File: config.mk
export PLATFORM = sky130hd
export DESIGN_NAME = npc_vector_seq
export DESIGN_NICKNAME = d
export VERILOG_FILES = /design/src/rtl/npc_vector_seq.sv
export SDC_FILE = /design/constraint.sdc
export NUM_CORES = 1
export LEC_CHECK = 0
export ABC_AREA = 1
export BUFFER_PORTS_ARGS = -buffer_cell sky130_fd_sc_hd__buf_2
export CAP_MARGIN = 5
export CORE_AREA = 2 2 127 129
export CTS_BUF_LIST = sky130_fd_sc_hd__clkbuf_8
export DETAILED_ROUTE_END_ITERATION = 8
export DIE_AREA = 0 0 129 131
export GPL_ROUTABILITY_DRIVEN = 0
export PLACE_DENSITY = 0.77
export SYNTH_ARGS = -nofsm -noshare
export SYNTH_HDL_FRONTEND = slang
export SYNTH_SLANG_ARGS = --single-unit
File: constraint.sdc
create_clock -name clk -period 24.6 [get_ports clk]
set_input_delay 4.92 -clock clk [delete_from_list [all_inputs] [get_ports clk]]
set_output_delay 4.92 -clock clk [all_outputs]
set_load 0.01 [all_outputs]
File: src/rtl/npc_vector_seq.sv
module npc_vector_seq #(
  parameter int DW = 16
) (
  input  logic          clk,
  input  logic          rst,
  input  logic          load,
  input  logic [1:0]    region,
  input  logic [DW-1:0] dwell_a,
  input  logic [DW-1:0] dwell_b,
  input  logic [DW-1:0] dwell_c,
  input  logic [DW-1:0] delta,
  input  logic          np_hi,
  input  logic          np_lo,
  output logic [5:0]    levels,
  output logic [11:0]   gates,
  output logic          done
);

  localparam logic [1:0] LP = 2'b01, LZ = 2'b00, LN = 2'b10;

  function automatic logic [5:0] vec_of(input logic [1:0] rg, input logic [1:0] sl);
    case (rg)
      2'd1: case (sl)
              2'd0: vec_of = {LZ, LN, LZ};
              2'd1: vec_of = {LP, LN, LZ};
              default: vec_of = {LP, LZ, LZ};
            endcase
      2'd2: case (sl)
              2'd0: vec_of = {LZ, LN, LZ};
              2'd1: vec_of = {LP, LZ, LN};
              default: vec_of = {LP, LN, LN};
            endcase
      default: case (sl)
              2'd0: vec_of = {LZ, LN, LZ};
              2'd1: vec_of = {LP, LZ, LZ};
              default: vec_of = {LZ, LZ, LZ};
            endcase
    endcase
  endfunction

  logic          running;
  logic [1:0]    slot;
  logic [1:0]    rg_q;
  logic [DW-1:0] cnt, dw1, dw2;
  logic [5:0]    lev;

  logic          has_up, up_in_c, trim_hi, trim_lo;
  logic [DW-1:0] lo_in, up_in, take, lo_adj, up_adj;
  logic [DW-1:0] adj0, adj1, adj2;

  assign has_up  = region != 2'd2;
  assign up_in_c = region == 2'd1;
  assign trim_hi = has_up && np_hi && !np_lo;
  assign trim_lo = has_up && np_lo && !np_hi;
  assign lo_in   = dwell_a;
  assign up_in   = up_in_c ? dwell_c : dwell_b;

  always_comb begin
    take = '0;
    if (trim_hi)      take = (delta > up_in) ? up_in : delta;
    else if (trim_lo) take = (delta > lo_in) ? lo_in : delta;
    lo_adj = trim_hi ? lo_in + take : lo_in - take;
    up_adj = trim_hi ? up_in - take : up_in + take;
  end

  assign adj0 = lo_adj;
  assign adj1 = (has_up && !up_in_c) ? up_adj : dwell_b;
  assign adj2 = up_in_c ? up_adj : dwell_c;

  logic          first_ok;
  logic [1:0]    first_sl;
  logic [DW-1:0] first_dw;

  always_comb begin
    first_ok = 1'b1;
    first_sl = 2'd0;
    first_dw = adj0;
    if (adj0 == '0) begin
      if (adj1 != '0) begin
        first_sl = 2'd1;
        first_dw = adj1;
      end else if (adj2 != '0) begin
        first_sl = 2'd2;
        first_dw = adj2;
      end else begin
        first_ok = 1'b0;
      end
    end
  end

  logic          nxt_ok;
  logic [1:0]    nxt_sl;
  logic [DW-1:0] nxt_dw;

  always_comb begin
    nxt_ok = 1'b0;
    nxt_sl = 2'd2;
    nxt_dw = dw2;
    if (slot == 2'd0 && dw1 != '0) begin
      nxt_ok = 1'b1;
      nxt_sl = 2'd1;
      nxt_dw = dw1;
    end else if (slot != 2'd2 && dw2 != '0) begin
      nxt_ok = 1'b1;
    end
  end

  logic last, accept;
  assign last   = running && cnt == '0 && !nxt_ok;
  assign accept = load && (!running || last);

  always_ff @(posedge clk) begin
    if (rst) begin
      running <= 1'b0;
      slot    <= 2'd0;
      rg_q    <= 2'd0;
      cnt     <= '0;
      dw1     <= '0;
      dw2     <= '0;
      lev     <= '0;
      done    <= 1'b0;
    end else begin
      done <= last || (accept && !first_ok);
      if (accept) begin
        rg_q    <= region;
        dw1     <= adj1;
        dw2     <= adj2;
        running <= first_ok;
        slot    <= first_sl;
        cnt     <= first_dw - 1'b1;
        lev     <= first_ok ? vec_of(region, first_sl) : 6'd0;
      end else if (running) begin
        if (cnt != '0) begin
          cnt <= cnt - 1'b1;
        end else if (nxt_ok) begin
          slot <= nxt_sl;
          cnt  <= nxt_dw - 1'b1;
          lev  <= vec_of(rg_q, nxt_sl);
        end else begin
          running <= 1'b0;
          lev     <= '0;
        end
      end
    end
  end

  assign levels = lev;

  for (genvar p = 0; p < 3; p++) begin : g_phase
    assign gates[4*p +: 4] = (lev[2*p +: 2] == LP) ? 4'b1100 :
                             (lev[2*p +: 2] == LN) ? 4'b0011 : 4'b0110;
  end

endmodule

==> out/results.tsv <==
metric	value	unit
start_util	49.13	%
critPathLaunchType	input port	
hp-class	register to register	
setup_viol	0	
leakagePower	4.461	nW
n_antenna_cell	0	
netlist_instances	1323	
first_pass_iters	7	
synth_edf_count	0	
clockBufferDepth	2	
syn_avg_cell_area	5.792	um^2
track_usage	28.09	%
synth-compound-area-share	19.20	%
num_vias	8805	
synthSimpleGateAreaFrac	35.84	%
crit_fanout	41	
hold_viol	0	
synthDominantCellAreaShare	14.89	%
clk_pin_slew_worst_paths	0.07	ns
clock-sinks	57	
yosys-top-cells-area	dfxtp_1, nand2_1, ha_1	
dp_hpwl	18.74	mm
finalCritPeriodShare	53.62	%
synth_mux_area_share	0.1306	%
synth-xor-area-share	3.886	%
routed_wl	23.26	mm
detail-route-antenna-nets	0	
hold_ws	0.4945	ns
cts_max_level	3	
ys_warn_count	0	
crit_path_end_kind	register	
drt-initial-drc-count	900	
power-per-cell-area	61.32	nW/um^2
final_net_count	1508	
cpMaxStageDelayCell	fa_1	
die_area	16900	um^2
max-vdd-ir-drop	0.00003157	V
row_count	46	
required	24.85	ns
fmax	75.81	MHz
clock_latency	0.35	ns
cp.arrival	13.44	ns
ys_seq_elements	57	
post_cts_resized	0	
viasPerCell	5.541	
synth_area_leader_cell	dfxtp_1	
outcome	completed	
finalCriticalPeriod	13.19	ns
synth_top_family_by_area	simple AND/OR/NAND/NOR gates	
hold_buffers	0	
synth_flop_cell	dfxtp_1	
cts_buffers	9	
drive_gt1_share	11.00	%
area_growth	8.018	%
drc_errors	0	
cts_tree	done	
syn-cell-area	7662	um^2
ios	90	
grt_overflow	0	
synth-adder-area-share	11.30	%
synthDistinctLibCells	50	
dieHeight	131	um
max_stage_delay	0.45	ns
antenna_found_initial	0	
path_common_cell	nor2_1	
tns	0	ns
core_area	15600	um^2
cts_root_buffer	clkbuf_8	
rsz0062_at_grt	no	
drv_slew	0	
relSlewSlack	23.08	%
critPathKind	input port to register	
grt_pass1_wl	38.52	mm
grt_pass1_vias	7951	
post_drt_wl_per_cell	14.64	um
grt_max_degree	65	
portBuffers	80	
seq_area_frac_synth	14.89	%
synth-async-reset-ratio	0	%
tightest_slew	1.153	ns
finClkSkew	0.008644	ns
max-cap-violations	0	
die_width	129	um
postCtsSetupBuffers	0	
==> stage by stage <==
| stage | utilization [%] | cells | power, mW | setup slack [ns] | area (um^2) |
|---|---|---|---|---|---|
| 5_1_grt | 53.06 | 1589 | 0.5535 | 10.51 | 8277 |
| 4_1_cts | 53.06 | 1589 | 0.5009 | 11.68 | 8277 |
| 6_report | 53.06 | 1589 | 0.5075 | 11.41 | 8277 |
| 3_3_place_gp | 51.93 | 1574 | 0.4138 | 11.54 | 8100 |
| 2_1_floorplan | - | 1330 | 0.3434 | 13.03 | 7689 |
| 3_5_place_dp | 51.93 | 1574 | 0.4173 | 11.33 | 8100 |
==> worst paths after layout <==
check,slack (ns),cells after the start,start,to
min reg2reg,0.49,2,dw2[4]$_SDFFE_PP0P_,dw2[4]$_SDFFE_PP0P_
min,0.49,2,dw2[4]$_SDFFE_PP0P_,dw2[4]$_SDFFE_PP0P_
max reg2reg,19.78,21,dw1[12]$_SDFFE_PP0P_,cnt[13]$_SDFFE_PP0P_
max,11.41,48,region[1],cnt[8]$_SDFFE_PP0P_
==> critical path, delay by kind of cell <==
family	cells	cell delay (ns)
adder cells (fa/ha/maj)	5	1.29
AO/OA/AOI/OAI	11	2.23
buffers and inverters	7	1.04
AND/OR/NAND/NOR	24	3.76
XOR/XNOR	1	0.18
==> layer usage <==
metal	global-route usage, %	part of all wire [%]	vias to the layer above
met5	0	0	-
met4	6.586	1.6	0
met3	5.904	9.9	49
met2	44.48	44	407
met1	39.21	45	3963
li1	-	-	4386
==> cell usage in the layout, fill, tap and decap left out, drive strengths merged, types with 14 or more instances in the layout <==
master,Yosys,final
ha,66,66
dfxtp,57,57
nor3,14,14
nor2,122,122
nand2,311,311
nand4,16,16
buf,22,85
a21oi,101,101
o21ai,126,126
inv,215,217
nor4,14,14
xor2,26,26
nand3,115,115
==> layout make-up <==
| type | count | area (um^2) |
|---|---|---|
| Tap cell | 216 | 270.3 |
| Fill cell | 1664 | 7321 |
| Sequential cell | 57 | 1141 |
| Clock buffer | 9 | 123.9 |
| Inverter | 218 | 818.3 |
| Timing Repair Buffer | 85 | 437.9 |
| Multi-Input combinational cell | 998 | 5433 |
| Clock inverter | 6 | 52.55 |
==> registers in the layout (all words and copies together) (netlist names) <==
| register | count |
|---|---|
| cnt | 16 |
| dw1 | 16 |
| dw2 | 16 |
| levels | 3 |
| rg_q | 2 |
| slot | 2 |
| done | 1 |
| running | 1 |
==> cells by family after synthesis <==
family,after synthesis
mux,1
flops,57
other cells,2
fa+ha+maj,68
buf+inv,275
simple gates,616
compound gates,270
xor+xnor,34
==> power by group <==
| group | internal (mW) | switching, mW | total (mW) |
|---|---|---|---|
| sequential | 0.104 | 0.00854 | 0.112 |
| combinational | 0.104 | 0.208 | 0.312 |
| clock | 0.0449 | 0.0379 | 0.0827 |
==> Yosys cell counts (12+ instances only) <==
cell type	instances
a21oi_1	100
buf_4	12
clkbuf_1	35
dfxtp_1	57
ha_1	66
inv_1	209
nand2_1	294
nand2_2	14
nand3_1	112
nand4_1	15
nor2_1	110
nor3_1	14
nor4_1	14
o21ai_0	118
xor2_1	26
Power figures use the tool's default switching activity.
